--- src/rtl/mcu_filebank_pkg.sv ---
package mcu_filebank_pkg;
    localparam int unsigned FB_ADDR_W   = 5;
    localparam int unsigned FB_DATA_W   = 8;
    localparam logic [4:0]  FB_ADR_PA   = 5'h05;
    localparam logic [4:0]  FB_ADR_PB   = 5'h06;
    localparam logic [4:0]  FB_ADR_PC   = 5'h07;
    localparam logic [4:0]  FB_ADR_GPR0 = 5'h08;

    typedef enum logic [1:0] {
        DSEL_A    = 2'd0,
        DSEL_B    = 2'd1,
        DSEL_C    = 2'd2,
        DSEL_NONE = 2'd3
    } dir_sel_e;
endpackage

--- src/rtl/fb_port.sv ---
module fb_port #(
    parameter int unsigned W = 8
) (
    input  logic         clk,
    input  logic         rst_n,
    input  logic         lat_we,
    input  logic [W-1:0] lat_wdata,
    input  logic         dir_we,
    input  logic [W-1:0] dir_wdata,
    input  logic [W-1:0] pin_in,
    output logic [W-1:0] pin_out,
    output logic [W-1:0] pin_oe,
    output logic [W-1:0] rd_val
);
    typedef struct packed {
        logic [W-1:0] lat;
        logic [W-1:0] dir;
        logic [W-1:0] smp;
    } port_st_t;

    port_st_t st_d, st_q;

    always_comb begin
        st_d     = st_q;
        st_d.smp = pin_in;
        if (lat_we) st_d.lat = lat_wdata;
        if (dir_we) st_d.dir = dir_wdata;
    end

    always_ff @(posedge clk or negedge rst_n) begin
        if (!rst_n) begin
            st_q.lat <= '0;
            st_q.dir <= '1;
            st_q.smp <= '0;
        end else begin
            st_q <= st_d;
        end
    end

    assign pin_out = st_q.lat;
    assign pin_oe  = ~st_q.dir;
    assign rd_val  = (st_q.dir & st_q.smp) | (~st_q.dir & st_q.lat);

    AST_DIR_LOAD:  assert property (@(posedge clk) disable iff (!rst_n)
        dir_we |=> pin_oe == ~$past(dir_wdata));
    AST_DIR_HOLD:  assert property (@(posedge clk) disable iff (!rst_n)
        !dir_we |=> $stable(pin_oe));
    AST_LAT_LOAD:  assert property (@(posedge clk) disable iff (!rst_n)
        lat_we |=> pin_out == $past(lat_wdata));
    AST_LAT_HOLD:  assert property (@(posedge clk) disable iff (!rst_n)
        !lat_we |=> $stable(pin_out));
    AST_PIN_DELAY: assert property (@(posedge clk) disable iff (!rst_n)
        (!lat_we && !dir_we && $past(!dir_we)) |=>
            ((rd_val ^ $past(pin_in)) & ~pin_oe) == '0);
endmodule

--- src/rtl/fb_gpr_ram.sv ---
module fb_gpr_ram #(
    parameter int unsigned DEPTH = 24,
    parameter int unsigned W     = 8,
    localparam int unsigned IW   = $clog2(DEPTH)
) (
    input  logic          clk,
    input  logic          rst_n,
    input  logic          we,
    input  logic [IW-1:0] widx,
    input  logic [W-1:0]  wdata,
    input  logic [IW-1:0] ridx,
    output logic [W-1:0]  rdata
);
    logic [W-1:0] mem_d [DEPTH];
    logic [W-1:0] mem_q [DEPTH];

    always_comb begin
        for (int i = 0; i < DEPTH; i++) begin
            mem_d[i] = mem_q[i];
        end
        if (we && (32'(widx) < DEPTH)) mem_d[widx] = wdata;
    end

    always_ff @(posedge clk) begin
        for (int i = 0; i < DEPTH; i++) begin
            mem_q[i] <= mem_d[i];
        end
    end

    assign rdata = (32'(ridx) < DEPTH) ? mem_q[ridx] : '0;

    AST_GPR_STORE: assert property (@(posedge clk) disable iff (!rst_n)
        (we && !$isunknown(widx)) |=> mem_q[$past(widx)] == $past(wdata));
endmodule

--- src/rtl/mcu_filebank.sv ---
module mcu_filebank
    import mcu_filebank_pkg::*;
#(
    parameter int unsigned PA_W = 4,
    parameter int unsigned PB_W = 8,
    parameter int unsigned PC_W = 8
) (
    input  logic                 clk,
    input  logic                 rst_n,
    input  logic                 wr_en,
    input  logic [FB_ADDR_W-1:0] wr_addr,
    input  logic [FB_DATA_W-1:0] wr_data,
    input  logic [FB_ADDR_W-1:0] rd_addr,
    output logic [FB_DATA_W-1:0] rd_data,
    input  logic                 dir_we,
    input  logic [1:0]           dir_sel,
    input  logic [FB_DATA_W-1:0] dir_wdata,
    input  logic [PA_W-1:0]      pa_in,
    output logic [PA_W-1:0]      pa_out,
    output logic [PA_W-1:0]      pa_oe,
    input  logic [PB_W-1:0]      pb_in,
    output logic [PB_W-1:0]      pb_out,
    output logic [PB_W-1:0]      pb_oe,
    input  logic [PC_W-1:0]      pc_in,
    output logic [PC_W-1:0]      pc_out,
    output logic [PC_W-1:0]      pc_oe
);
    localparam int unsigned GPR_DEPTH = (1 << FB_ADDR_W) - int'(FB_ADR_GPR0);
    localparam int unsigned GIW       = $clog2(GPR_DEPTH);

    typedef struct packed {
        logic           we_a, we_b, we_c, we_g;
        logic           dw_a, dw_b, dw_c;
        logic [GIW-1:0] widx;
        logic [GIW-1:0] ridx;
    } dec_t;

    dec_t dec;
    logic [PA_W-1:0]      rv_a;
    logic [PB_W-1:0]      rv_b;
    logic [PC_W-1:0]      rv_c;
    logic [FB_DATA_W-1:0] rv_g;

    always_comb begin
        dec      = '0;
        dec.we_a = wr_en && (wr_addr == FB_ADR_PA);
        dec.we_b = wr_en && (wr_addr == FB_ADR_PB);
        dec.we_c = wr_en && (wr_addr == FB_ADR_PC);
        dec.we_g = wr_en && (wr_addr >= FB_ADR_GPR0);
        dec.dw_a = dir_we && (dir_sel == DSEL_A);
        dec.dw_b = dir_we && (dir_sel == DSEL_B);
        dec.dw_c = dir_we && (dir_sel == DSEL_C);
        dec.widx = (wr_addr >= FB_ADR_GPR0) ? GIW'(wr_addr - FB_ADR_GPR0) : '0;
        dec.ridx = (rd_addr >= FB_ADR_GPR0) ? GIW'(rd_addr - FB_ADR_GPR0) : '0;
    end

    fb_port #(.W(PA_W)) u_pa (
        .clk(clk), .rst_n(rst_n),
        .lat_we(dec.we_a), .lat_wdata(wr_data[PA_W-1:0]),
        .dir_we(dec.dw_a), .dir_wdata(dir_wdata[PA_W-1:0]),
        .pin_in(pa_in), .pin_out(pa_out), .pin_oe(pa_oe), .rd_val(rv_a)
    );

    fb_port #(.W(PB_W)) u_pb (
        .clk(clk), .rst_n(rst_n),
        .lat_we(dec.we_b), .lat_wdata(wr_data[PB_W-1:0]),
        .dir_we(dec.dw_b), .dir_wdata(dir_wdata[PB_W-1:0]),
        .pin_in(pb_in), .pin_out(pb_out), .pin_oe(pb_oe), .rd_val(rv_b)
    );

    fb_port #(.W(PC_W)) u_pc (
        .clk(clk), .rst_n(rst_n),
        .lat_we(dec.we_c), .lat_wdata(wr_data[PC_W-1:0]),
        .dir_we(dec.dw_c), .dir_wdata(dir_wdata[PC_W-1:0]),
        .pin_in(pc_in), .pin_out(pc_out), .pin_oe(pc_oe), .rd_val(rv_c)
    );

    fb_gpr_ram #(.DEPTH(GPR_DEPTH), .W(FB_DATA_W)) u_gpr (
        .clk(clk), .rst_n(rst_n),
        .we(dec.we_g), .widx(dec.widx), .wdata(wr_data),
        .ridx(dec.ridx), .rdata(rv_g)
    );

    always_comb begin
        rd_data = '0;
        if (rd_addr == FB_ADR_PA)       rd_data = FB_DATA_W'(rv_a);
        else if (rd_addr == FB_ADR_PB)  rd_data = FB_DATA_W'(rv_b);
        else if (rd_addr == FB_ADR_PC)  rd_data = FB_DATA_W'(rv_c);
        else if (rd_addr >= FB_ADR_GPR0) rd_data = rv_g;
    end

    AST_LOW_ZERO: assert property (@(posedge clk) disable iff (!rst_n)
        (rd_addr < FB_ADR_PA) |-> rd_data == '0);
    AST_PA_NARROW: assert property (@(posedge clk) disable iff (!rst_n)
        (rd_addr == FB_ADR_PA) |-> rd_data[FB_DATA_W-1:PA_W] == '0);
    AST_LOW_NOWRITE: assert property (@(posedge clk) disable iff (!rst_n)
        (wr_en && wr_addr < FB_ADR_PA && !dir_we) |=>
            ($stable(pa_out) && $stable(pb_out) && $stable(pc_out)));
endmodule

--- config.mk ---
export PLATFORM = sky130hd
export DESIGN_NAME = mcu_filebank
export DESIGN_NICKNAME = d
export VERILOG_FILES = /design/src/rtl/mcu_filebank_pkg.sv /design/src/rtl/fb_port.sv /design/src/rtl/fb_gpr_ram.sv /design/src/rtl/mcu_filebank.sv
export SDC_FILE = /design/constraint.sdc
export NUM_CORES = 1
export LEC_CHECK = 0
export BUFFER_PORTS_ARGS = -buffer_cell sky130_fd_sc_hd__buf_2
export CORE_ASPECT_RATIO = 1.25
export CORE_MARGIN = 4
export CORE_UTILIZATION = 50
export DETAILED_ROUTE_END_ITERATION = 8
export MAX_ROUTING_LAYER = met4
export PLACE_DENSITY = 0.81
export RECOVER_POWER = 25
export SLEW_MARGIN = 20
export SYNTH_ARGS = -nofsm -noshare
export SYNTH_HDL_FRONTEND = slang
export SYNTH_SLANG_ARGS = --single-unit
--- constraint.sdc ---
create_clock -name clk -period 2.6 [get_ports clk]
set_clock_uncertainty 0.2 [all_clocks]
set_input_delay 0.26 -clock clk [delete_from_list [all_inputs] [get_ports clk]]
set_output_delay 0.26 -clock clk [all_outputs]
set_load 0.05 [all_outputs]
======== After elaboration in Yosys (flattened, before gate mapping) ========
Memories as Yosys holds them, arrays and structs flattened.
Cells that the tools add are included.
storage, ports and cells
  memories ................................ 1
  flip-flop bits (word level) ............. 60
  word-level logic and storage cells ...... 60
  output and inout port bits .............. 48
  RAM bits ................................ 192
cells by class
  bitwise logic cells ..................... 13
  eq/ne operators ......................... 8
  add/subtract/negate cells ............... 2
  reductions and logical operators ........ 10
  muxes and demuxes ....................... 11
  $lt $le $gt $ge ......................... 6
memory list
  memory       depth  width  rd ports  clocked after Yosys merged registers in  write ports  RTL line          text
  u_gpr.mem_q  24     8      25        0                                        24           fb_gpr_ram.sv:15  logic [W-1:0] mem_q [DEPTH];
operators by type and width
  cell                                                                          count
  192-bit bitwise mux                                                           1
  192-bit two-way mux                                                           1
  8-bit two-way mux                                                             6
  8-bit demux with 5-bit select                                                 1
  8-bit AND                                                                     4
  5-bit by 3-bit == test with 1-bit output, second input constant               6
  8-bit inverter                                                                2
  8-bit OR                                                                      2
  5-bit by 4-bit >= comparator with 1-bit output, second input constant         2
  5-bit less-than comparator, second input constant                             2
  5-bit two-way mux                                                             2
  5-bit by 4-bit subtractor with 5-bit output, second input constant            2
  1-bit logical AND                                                             9
  4-bit AND                                                                     2
  6-bit >= comparator, second input constant                                    1
  6-bit by 1-bit less-than comparator with 1-bit output, second input constant  1
  5-bit inverter with 6-bit output                                              1
  4-bit inverter                                                                1
  4-bit OR                                                                      1
  2-bit by 1-bit == test with 1-bit output, second input constant               1
  2-bit == test, second input constant                                          1
  2-bit logical NOT                                                             1

======== Logic depth before layout (Yosys ltp) ========
  depth after elaboration ................. 9
  gate-level depth with buffers ........... 8
  depth with buffers taken out ............ 5

======== Modules after synthesis ========
A second synthesis with hierarchy kept.
second synthesis, totals
  cells, all modules ...................... 674
  area total of the unflattened synthesis .. 10,839.1 sq um
modules (own cells, without submodules)
  module              instances  cells an instance  area an instance (sq um)
  fb_gpr_ram          1          413                7,644.8
  fb_port (u_pb ...)  2          66                 1,053.5
  mcu_filebank        1          97                 601.8
  fb_port (u_pa)      1          32                 485.5

======== Worst setup path before layout ========
No wires, ideal clock.
  path type ............................... input -> output
  start ................................... input rd_addr[3]
  end ..................................... output rd_data[0]
  cell stages on the path ................. 7
  arrival ................................. 2,552 ps
  setup slack ............................. -412 ps
  path buffers ............................ 3
  path through ............................ buf_6 or2_1 clkbuf_1 buf_2 nor3_1 a21oi_1 a221oi_1
on the way
  word-level cells in the longest chain between the ends .. 8
  elaborated cells on any way between the ends .. 13
ends and longest elaborated chain
  element                                                                                                        RTL line                                text
  from (decl)                                                                                                    mcu_filebank.sv:13                      input logic [FB_ADDR_W-1:0] rd_addr,
  5-bit by 4-bit subtractor with 5-bit output or 5-bit by 4-bit >= comparator with 1-bit output (tied branches)  mcu_filebank.sv:54, mcu_filebank.sv:89
  5-bit two-way mux                                                                                              mcu_filebank.sv:54                      dec.ridx = (rd_addr >= FB_ADR_GPR0) ? GIW'(rd_addr - FB_ADR_GPR0) : '0;
  memory 24 x 8 bit or 5-bit less-than comparator (tied branches)                                                --
  8-bit two-way mux                                                                                              fb_gpr_ram.sv:30                        assign rdata = (32'(ridx) < DEPTH) ? mem_q[ridx] : '0;
  8-bit two-way mux                                                                                              mcu_filebank.sv:89                      else if (rd_addr >= FB_ADR_GPR0) rd_data = rv_g;
  8-bit two-way mux                                                                                              mcu_filebank.sv:88                      else if (rd_addr == FB_ADR_PC) rd_data = FB_DATA_W'(rv_c);
  8-bit two-way mux                                                                                              mcu_filebank.sv:87                      else if (rd_addr == FB_ADR_PB) rd_data = FB_DATA_W'(rv_b);
  8-bit two-way mux *                                                                                            mcu_filebank.sv:86                      if (rd_addr == FB_ADR_PA) rd_data = FB_DATA_W'(rv_a);
  to (decl)                                                                                                      mcu_filebank.sv:14                      output logic [FB_DATA_W-1:0] rd_data,
Mark *: on every way between the ends. The rest lies on a longest branch, timed or not.

==> results.toml <==
[status]
outcome = "finished with violations"
violations = "negative setup slack"

[logic_synthesis]
synthCells = 688
yosysSeqAreaShare = 0.698
yosysWarnings = 0
synth_edf_count = 192
synth.ff_latch_count = 252
synth_fp_nets = 740
async_flop_share = 0.238
avgSynthCellArea_um2 = 15.2
synth_flop_cell = "edfxtp_1"
syn_area_um2 = 10500
synthDistinctLibCells = 49

[hold_path]
hold_class = "in -> reg"

[cells_and_area]
instances_no_fill = 1136
area_growth_pct = 21.2
fin_nets = 901
final_common_cell = "edfxtp_1"
postLayoutCellArea_um2 = 12700
fillCellCount = 1377
seqCellArea_um2 = 7290
final_cell_mix = "edfxtp_1, buf_2, buf_4, mux2_2, mux2i_1"
multi_input_area_um2 = 2860
drive_above_1_share = 0.343

[clock_network]
clk_pin_slew_ps = 60
clock-sinks = 252
cts_buffer_depth = 3
cts_root_buf = "clkbuf_16"
cts_tree = "yes"
htreeDepth = 1
clk_latency_ps = 500
cts_inserted_buffers = 23

[sta]
drv_slew = 0
finalHoldViolCount = 0
rsz0062_at_grt = "true"
worst_slack_ps = -61.4
slew_headroom = 0.136
finalCritPeriodShare = 1.02
tightest_slew_ps = 1300
setup_violations = 2
finalSetupTns_ps = -78.1
period_needed_ps = 2660
max_freq_mhz = 376

[power]
p_leak_nw = 4.79
cellPowerDensity_nw_per_um2 = 737
peakVddDrop_v = 0.000593
total_power_w = 0.00934

[global_routing]
grt_pass1_wl_mm = 39.4
grt_use_total = 0.230
gr-total-overflow = 0
antenna_found_initial = 1
grt_max_degree = 38
grt_pass1_vias = 6901

[routing]
wire_per_inst_um = 22.9
wirelength_mm = 26.0
num_vias = 6728
detail-route-antenna-nets = 0
vias_per_cell = 5.92
route.detailed.drc = 0
dr.pass1.iters = 5
dr.first_iter.drc_count = 716

[setup_path]
critical_path_class = "reg -> out"
critPathBufInv = 1
path_cells = "o21bai_1 -> mux4_2 -> mux2_4 -> a21oi_4 -> o32ai_2 -> buf_6"
start_kind = "flop"
worstPathArrival_ps = 2200
max_stage_delay_ps = 450
required_ps = 2140
end_kind = "output pin"
crit_family = "multiplexers"
slowest_stage = "mux4_2"
critPathMaxFanout = 1

[placed_design]
gp_congestion = 0.920
dp_slack_ps = -107
place_inst = 1062
dp_hpwl_mm = 17.3
port_buffers = 99
placed_area_um2 = 11500

[floorplanning]
core_area_um2 = 20300
num_rows = 58
io_pins = 100
initial_utilization = 0.514
dieArea_um2 = 23300
dieHeight_um = 170
die_w_um = 137

[run]
maxCapViolCount = 0
[synth_stat cells (2+ instances only)]
library cell / count / area, um2
nand3b_1: 2 / 15.0
clkbuf_1: 13 / 48.8
nor4_1: 3 / 18.8
nor2_1: 42 / 158
dfrtp_1: 40 / 1000
nor3_1: 20 / 100
a22o_1: 3 / 26.3
nor3b_1: 5 / 37.5
a221oi_1: 8 / 70.1
nor2b_1: 5 / 31.3
o211a_1: 3 / 30.0
o21ai_0: 19 / 95.1
or3_1: 3 / 18.8
a221o_1: 3 / 30.0
inv_1: 27 / 101
mux4_2: 13 / 293
mux2i_1: 44 / 440
a2bb2oi_1: 4 / 35.0
nand4_1: 2 / 12.5
a21o_1: 3 / 22.5
nand2_1: 31 / 116
a21oi_1: 15 / 75.1
o21a_1: 3 / 22.5
mux2_2: 51 / 574
o22ai_1: 14 / 87.6
edfxtp_1: 192 / 5770
dfstp_2: 20 / 526
a211oi_1: 2 / 15.0
o21bai_1: 4 / 30.0
buf_1: 2 / 7.51
a31oi_1: 14 / 87.6
buf_2: 12 / 60.1
o221ai_1: 10 / 87.6
nand3_1: 3 / 15.0
nand2b_1: 7 / 43.8
o211ai_1: 2 / 15.0
buf_6: 3 / 33.8
buf_4: 25 / 188
a22oi_1: 6 / 45.0
[layer usage]
metal  vias to the layer above  wire (um)  track usage  share of wire
li1                       2931          -            -              -
met1                      3323       9600        0.280           0.37
met2                       403      13200        0.386           0.51
met3                        71       2190       0.0383          0.084
met4                         0       1020       0.0859          0.039
met5                         -          0            -              0
[stage by stage]
stage	hold slack, ps	utilization
5_1_grt	70.2	0.623
3_3_place_gp	112	0.566
6_report	54.2	0.623
2_1_floorplan	-236	-
3_5_place_dp	111	0.566
4_1_cts	4.05	0.622
[sequential cells by signal, summed over array words and instances, names as in the netlist]
register	flops
u_gpr.mem_q	192
u_pb.st_q	16
u_pc.st_q	16
u_pa.st_q	8
u_pb.pin_out	8
u_pc.pin_out	8
u_pa.pin_out	4
[cell families after synthesis]
family / count (synthesis) / synth area share
compound gates: 118 / 0.0783
buf+inv: 83 / 0.0424
mux: 108 / 0.125
flops: 252 / 0.698
simple gates: 127 / 0.0566
[repair_timing]
action,in CTS,in global routing
endpoints found under the setup margin,8,7
endpoints found under the hold margin,68,0
pin swaps,6,4
hold buffers,32,0
resized for setup,27,9
buffers inserted,0,0
[worst register-to-register path: stages (launching register included)]
cell and delay (ps):
dfstp_2 560, inv_1 70, o21ai_0 230
[final cells by class]
type                            count  area share
Sequential cell                   252       0.576
Multi-Input combinational cell    353       0.225
Clock buffer                       26      0.0463
Timing Repair Buffer              191       0.108
Antenna cell                        1    0.000198
Inverter                           28     0.00830
Tap cell                          270      0.0267
Clock inverter                     15     0.00928
[final timing paths]
kind                                              from                     endpoint  slack [ps]  cells past startpoint
min reg2reg                   u_pa.st_q[7]$_DFFE_PN1P_     u_pa.st_q[7]$_DFFE_PN1P_         310                      2
max                        u_gpr.mem_q[1][3]$_DFFE_PP_                   rd_data[3]         -60                      6
min in group asynchronous                        rst_n  u_pc.pin_out[0]$_DFFE_PN0P_         120                      2
max in group asynchronous                        rst_n    u_pc.st_q[13]$_DFFE_PN1P_        1430                      3
min                                         dir_sel[1]     u_pa.st_q[5]$_DFFE_PN1P_          50                      5
max reg2reg                   u_pa.st_q[4]$_DFFE_PN1P_     u_pa.st_q[4]$_DFFE_PN1P_        1460                      2
[where the power goes]
group          switching, W  total, W  internal, W
Combinational       0.00100   0.00149     0.000486
Sequential         0.000121   0.00468      0.00456
Clock               0.00143   0.00318      0.00174
Total               0.00255   0.00934      0.00679
Power figures use the tool's default switching activity.
